$ cat src/rtl/nse_pkg.sv
package nse_pkg;

  typedef enum logic [1:0] {
    KIND_CMD  = 2'd0,
    KIND_ADDR = 2'd1,
    KIND_WR   = 2'd2,
    KIND_RD   = 2'd3
  } kind_e;

  typedef enum logic [1:0] {
    PH_IDLE,
    PH_SETUP,
    PH_STROBE,
    PH_HOLD
  } phase_e;

  // Strobes from control to datapath
  typedef struct packed {
    logic load;     // latch request data and width
    logic capture;  // sample the I/O bus (read strobe rising)
    logic cleOn;
    logic aleOn;
    logic weOn;
    logic reOn;
    logic driveOn;
  } strobe_t;

endpackage

$ cat src/rtl/nse_ctrl.sv
module nse_ctrl
  import nse_pkg::*;
#(
  parameter int TW = 3
) (
  input  logic          clk,
  input  logic          rstN,
  input  logic          enable,
  input  logic          reqValid,
  input  logic [1:0]    reqKind,
  input  logic [TW-1:0] tSetup,
  input  logic [TW-1:0] tStrobe,
  input  logic [TW-1:0] tHold,
  output strobe_t       ctl,
  output logic          busy,
  output logic          done
);

  localparam logic [TW-1:0] ONE = TW'(1);

  phase_e        phase;
  kind_e         kindQ;
  logic [TW-1:0] cnt;
  logic [TW-1:0] tSetupQ;
  logic [TW-1:0] tStrobeQ;
  logic [TW-1:0] tHoldQ;
  logic          doneQ;
  logic          accept;
  logic          strobeLast;

  assign accept     = reqValid && enable && (phase == PH_IDLE);
  assign strobeLast = (phase == PH_STROBE) && (cnt == tStrobeQ);

  always_ff @(posedge clk or negedge rstN) begin
    if (!rstN) begin
      phase    <= PH_IDLE;
      kindQ    <= KIND_CMD;
      cnt      <= '0;
      tSetupQ  <= '0;
      tStrobeQ <= '0;
      tHoldQ   <= '0;
      doneQ    <= 1'b0;
    end else begin
      doneQ <= 1'b0;
      unique case (phase)
        PH_IDLE: begin
          if (accept) begin
            kindQ    <= kind_e'(reqKind);
            tSetupQ  <= tSetup;
            tStrobeQ <= tStrobe;
            tHoldQ   <= tHold;
            cnt      <= '0;
            phase    <= (tSetup == '0) ? PH_STROBE : PH_SETUP;
          end
        end
        PH_SETUP: begin
          if (cnt == tSetupQ - ONE) begin
            cnt   <= '0;
            phase <= PH_STROBE;
          end else begin
            cnt <= cnt + ONE;
          end
        end
        PH_STROBE: begin
          if (strobeLast) begin
            cnt   <= '0;
            phase <= PH_HOLD;
          end else begin
            cnt <= cnt + ONE;
          end
        end
        PH_HOLD: begin
          if (cnt == tHoldQ) begin
            cnt   <= '0;
            phase <= PH_IDLE;
            doneQ <= 1'b1;
          end else begin
            cnt <= cnt + ONE;
          end
        end
        default: phase <= PH_IDLE;
      endcase
    end
  end

  always_comb begin
    ctl         = '0;
    ctl.load    = accept;
    ctl.capture = strobeLast && (kindQ == KIND_RD);
    ctl.cleOn   = (phase != PH_IDLE) && (kindQ == KIND_CMD);
    ctl.aleOn   = (phase != PH_IDLE) && (kindQ == KIND_ADDR);
    ctl.weOn    = (phase == PH_STROBE) && (kindQ != KIND_RD);
    ctl.reOn    = (phase == PH_STROBE) && (kindQ == KIND_RD);
    ctl.driveOn = (phase != PH_IDLE) && (kindQ != KIND_RD);
  end

  assign busy = (phase != PH_IDLE);
  assign done = doneQ;


  idle_hold_chk: assert property (@(posedge clk) disable iff (!rstN)
    (!enable && phase == PH_IDLE) |=> (phase == PH_IDLE));


  busy_ignore_chk: assert property (@(posedge clk) disable iff (!rstN)
    (busy && reqValid) |=> ($stable(kindQ) && $stable(tStrobeQ) && $stable(tHoldQ)));


  done_pulse_chk: assert property (@(posedge clk) disable iff (!rstN)
    $rose(doneQ) |-> (phase == PH_IDLE && $past(phase) == PH_HOLD));


  strobe_len_chk: assert property (@(posedge clk) disable iff (!rstN)
    (phase == PH_STROBE) |-> (cnt <= tStrobeQ));

endmodule

$ cat src/rtl/nse_datapath.sv
module nse_datapath
  import nse_pkg::*;
#(
  parameter int IO_W     = 16,
  parameter int NARROW_W = 8
) (
  input  logic            clk,
  input  logic            rstN,
  input  strobe_t         ctl,
  input  logic [IO_W-1:0] reqData,
  input  logic            busWide,
  input  logic            ceCtl,
  input  logic [IO_W-1:0] ioIn,
  output logic            cle,
  output logic            ale,
  output logic            weN,
  output logic            reN,
  output logic            ceN,
  output logic [IO_W-1:0] ioOut,
  output logic            ioOe,
  output logic [IO_W-1:0] rdData
);

  localparam int UPPER_W = IO_W - NARROW_W;
  localparam logic [IO_W-1:0] NARROW_MASK = {{UPPER_W{1'b0}}, {NARROW_W{1'b1}}};

  logic [IO_W-1:0] dataQ;
  logic [IO_W-1:0] rdQ;
  logic            wideQ;
  logic [IO_W-1:0] widthMask;

  generate
    if (UPPER_W > 0) begin : g_dual_width
      assign widthMask = wideQ ? {IO_W{1'b1}} : NARROW_MASK;
    end else begin : g_single_width
      assign widthMask = {IO_W{1'b1}};
    end
  endgenerate

  always_ff @(posedge clk or negedge rstN) begin
    if (!rstN) begin
      dataQ <= '0;
      wideQ <= 1'b0;
    end else if (ctl.load) begin
      dataQ <= reqData;
      wideQ <= busWide;
    end
  end

  always_ff @(posedge clk or negedge rstN) begin
    if (!rstN) begin
      rdQ <= '0;
    end else if (ctl.capture) begin
      rdQ <= ioIn & widthMask;
    end
  end

  assign cle    = ctl.cleOn;
  assign ale    = ctl.aleOn;
  assign weN    = ~ctl.weOn;
  assign reN    = ~ctl.reOn;
  assign ceN    = ceCtl;
  assign ioOe   = ctl.driveOn;
  assign ioOut  = dataQ & widthMask;
  assign rdData = rdQ;


  bus_contention_chk: assert property (@(posedge clk) disable iff (!rstN)
    ioOe |-> reN);


  cle_ale_excl_chk: assert property (@(posedge clk) disable iff (!rstN)
    !(cle && ale));


  strobe_excl_chk: assert property (@(posedge clk) disable iff (!rstN)
    !(!weN && !reN));

endmodule

$ cat src/rtl/nand_strobe_engine.sv
module nand_strobe_engine
  import nse_pkg::*;
#(
  parameter int IO_W     = 16,
  parameter int NARROW_W = 8,
  parameter int TW       = 3
) (
  input  logic            clk,
  input  logic            rstN,
  input  logic            enable,
  input  logic            busWide,
  input  logic            ceCtl,
  input  logic [TW-1:0]   tSetup,
  input  logic [TW-1:0]   tStrobe,
  input  logic [TW-1:0]   tHold,
  input  logic            reqValid,
  input  logic [1:0]      reqKind,
  input  logic [IO_W-1:0] reqData,
  output logic            busy,
  output logic            done,
  output logic [IO_W-1:0] rdData,
  output logic            cle,
  output logic            ale,
  output logic            weN,
  output logic            reN,
  output logic            ceN,
  output logic [IO_W-1:0] ioOut,
  output logic            ioOe,
  input  logic [IO_W-1:0] ioIn
);

  strobe_t ctl;

  nse_ctrl #(.TW(TW)) ctrl_i (
    .clk      (clk),
    .rstN     (rstN),
    .enable   (enable),
    .reqValid (reqValid),
    .reqKind  (reqKind),
    .tSetup   (tSetup),
    .tStrobe  (tStrobe),
    .tHold    (tHold),
    .ctl      (ctl),
    .busy     (busy),
    .done     (done)
  );

  nse_datapath #(.IO_W(IO_W), .NARROW_W(NARROW_W)) dp_i (
    .clk     (clk),
    .rstN    (rstN),
    .ctl     (ctl),
    .reqData (reqData),
    .busWide (busWide),
    .ceCtl   (ceCtl),
    .ioIn    (ioIn),
    .cle     (cle),
    .ale     (ale),
    .weN     (weN),
    .reN     (reN),
    .ceN     (ceN),
    .ioOut   (ioOut),
    .ioOe    (ioOe),
    .rdData  (rdData)
  );

endmodule

$ cat config.mk
export PLATFORM = sky130hd
export DESIGN_NAME = nand_strobe_engine
export DESIGN_NICKNAME = d
export VERILOG_FILES = /design/src/rtl/nse_pkg.sv /design/src/rtl/nse_ctrl.sv /design/src/rtl/nse_datapath.sv /design/src/rtl/nand_strobe_engine.sv
export SDC_FILE = /design/constraint.sdc
export NUM_CORES = 1
export LEC_CHECK = 0
export ABC_AREA = 1
export BUFFER_PORTS_ARGS = -buffer_cell sky130_fd_sc_hd__clkbuf_2
export CAP_MARGIN = 20
export CORE_UTILIZATION = 40
export CTS_BUF_LIST = sky130_fd_sc_hd__clkbuf_2
export DETAILED_ROUTE_END_ITERATION = 7
export MAX_ROUTING_LAYER = met4
export PLACE_DENSITY = 0.64
export SKIP_CTS_REPAIR_TIMING = 1
export SLEW_MARGIN = 20
export SYNTH_ARGS = -nofsm -noshare
export SYNTH_HDL_FRONTEND = slang
export SYNTH_SLANG_ARGS = --single-unit
$ cat constraint.sdc
create_clock -name clk -period 2.9 [get_ports clk]
set_input_delay 0.145 -clock clk [delete_from_list [all_inputs] [get_ports clk]]
set_output_delay 0.145 -clock clk [all_outputs]
set_load 0.03 [all_outputs]
==> run metrics <==
Final Util=56.9%; worst path cell trace=inv_1 > ha_1 > nor3_1 > clkbuf_2; Final WS setup=1030 ps; Yosys Warn Count=0; worst-path fanout max=5; Detail Placement HPWL=3480 um; CP startpoint kind=register; Setup WS pre-CTS=1220 ps; Crit path max-delay family=flip-flops; Die ar.=6520 sq um; commonest non-fill, non-tap cells in the layout=91 x clkbuf_2, 60 x nand2_1, 50 x dfrtp_1; Antenna Nets Post-Route=0; Hold Crit Start=enable; DR WL/cell=11.3 um; core area=between 5000 and 6000 sq um; largest net degree at the start of global routing=33; P&R area growth vs syn=36.7%; Slew HR=60.3%; VDD IR max=0.430 mV; slowest stage delay, CP=440 ps; syn avg cell area=10.0 sq um; port bufs=86; overall global routing resource usage=15.3%; Ant. Diodes=0; RR Endpoint=dp_i.dataQ[10]; Max Clock Freq=about 530 MHz; critical path depth in cells=4; setup_tns=0 ps; WHS Endpoint=ctrl_i.cnt[2]; clk slew on worst S/H paths=280 ps; fraction of layout cells with a size suffix above 1=36.0%; Final min period=1870 ps; power per cell area=930 nW/um^2; CP max stage cell=dfrtp_1; TritonCTS clock tree=built; Initial Util=41.6%; r2r setup slk=1160 ps; ys async rst share=100%; status=completed; I/O pin count=between 80 and 90; Buf/Inv on CP=2; first-pass GRT wire length=7310 um; Reg2Reg Launch Point=ctrl_i.phase[0]; final hold vios=0; DRC=0; Hold Path Class=in -> reg; CTS Buf Count=5; Tcrit/Tclk final=64.6%; sequential fraction of the synthesis area=between 50% and 60%; Pins Over Slew Limit=0; GP Congestion=between 0.8 and 0.9; Via Count=just over 2000; Clock Skew=38.8 ps; hold path depth=4; hold slack=59.0 ps; Clock Latency Late Sink=440 ps; Crit. End Element=primary output; Netlist Area Pre-Place=around 2500 sq um; Cells after Synth=248; CTS H-Tree Depth=2; initial antenna violation count=0; Worst-Margin Slew=596 ps; routed vias/inst=4.56; Lkg Pwr=0.00181 uW; final setup vio count=0; commonest non-fill, non-tap cell in the layout=clkbuf_2; ys flop type=dfrtp_1; TritonRoute pass-1 iters=4; net count after synthesis=just over 300; chip height=between 80 and 90 um; Nets=427; Seq cells post-synth=50; unrepaired setup endpoints after global routing=no; FF-to-FF path depth=5; Post-synth EDFFs=0; unique cell type count in the Yosys netlist=25; # rows=28; DRT iter0 DRCs=74; total gr overflow=0; Post-Route WL=5070 um; TritonCTS Sinks=50; vias in the first global route=around 1700; Final Power=3150 uW; root buffer cell=clkbuf_2; clock buffer depth=2; Die Wd=80.7 um; CP Data Required Time=2760 ps; max-cap violation count=0; Crit Path Class=reg -> out; Worst EP arrival=1730 ps
-- cell usage after synthesis, types with 2 or more instances --
library cell   n  area [sq um]
ha_1           7          87.6
dfrtp_1       50          1250
nand2_1       60           225
buf_2          4          20.0
clkbuf_1       2          7.51
mux2_1         6          67.6
o21ai_0        4          20.0
nor2_1         3          11.3
buf_6          3          33.8
buf_4          9          67.6
nand3_1       11          55.1
o21ai_2       16           140
xnor2_1        5          43.8
mux2_2        19           214
a21oi_1        3          15.0
o21bai_1       2          15.0
inv_1         36           135
-- where the power goes --
part	switching [uW]	leakage [uW]	internal (uW)
clock network	220	0.0000264	54.9
logic	1030	0.00121	626
registers	224	0.000571	995
total	1470	0.00181	1680
-- metal layers --
layer | GRT usage, % | up-vias | share of wire [%]
met3 | 2.58 | 11 | 4.6
met1 | 18.4 | 951 | 44
met5 | - | - | 0
met2 | 24.7 | 62 | 49
li1 | - | 1014 | -
met4 | 7.86 | 0 | 2.2
-- kinds of logic (layout without fill, tap and decap cells) --
| family | after synthesis | count (layout) | share of synthesized area (%) |
|---|---|---|---|
| XOR/XNOR | 7 | 7 | 2.78 |
| adder cells (fa/ha/maj) | 7 | 7 | 3.53 |
| buffers and inverters | 54 | 178 | 10.6 |
| multiplexers | 25 | 25 | 11.4 |
| AO/OA/AOI/OAI | 26 | 26 | 7.97 |
| flip-flops | 50 | 50 | 50.5 |
| AND/OR/NAND/NOR | 79 | 79 | 13.3 |
-- worst max path at each step --
stage / from / end / slack [ps]
after floorplan: ctrl_i.phase[0] / ale / 1320
final: ctrl_i.phase[0] / cle / 1030
after CTS: ctrl_i.phase[0] / cle / 1040
after detailed placement: ctrl_i.phase[0] / dp_i.dataQ[10] / 1220
after global placement: ctrl_i.phase[1] / dp_i.dataQ[10] / 1270
after global routing: ctrl_i.phase[0] / reN / 890
-- registers in the layout, summed over array words and instances, names as in the netlist --
signal,cells
ctrl_i.cnt,3
dp_i.wideQ,1
ctrl_i.tSetupQ,3
ctrl_i.tHoldQ,3
ctrl_i.done,1
dp_i.dataQ,16
ctrl_i.tStrobeQ,3
ctrl_i.phase,2
dp_i.rdData,16
ctrl_i.kindQ,2
-- stage by stage --
stage	instance area (sq um)	cells
after global placement	2900	394
after detailed placement	2900	394
after floorplan	2480	248
final	3390	447
after CTS	2940	402
after global routing	3390	447
-- worst register-to-register path, stage by stage (launching register included) --
cell     delay (ps)
dfrtp_1         440
inv_1            90
ha_1            260
nand3_1          80
buf_4           350
mux2_2          410
-- final cells by class --
| class | instances | area, sq um |
|---|---|---|
| clock buffer | 5 | 25.0 |
| clock inverter | 3 | 16.3 |
| fill | 546 | 2570 |
| inverter | 36 | 135 |
| multi-input combinational | 144 | 965 |
| sequential | 50 | 1250 |
| tap | 75 | 93.8 |
| timing repair buffer | 134 | 903 |
Note: power is estimated with default switching activity, not from simulation.
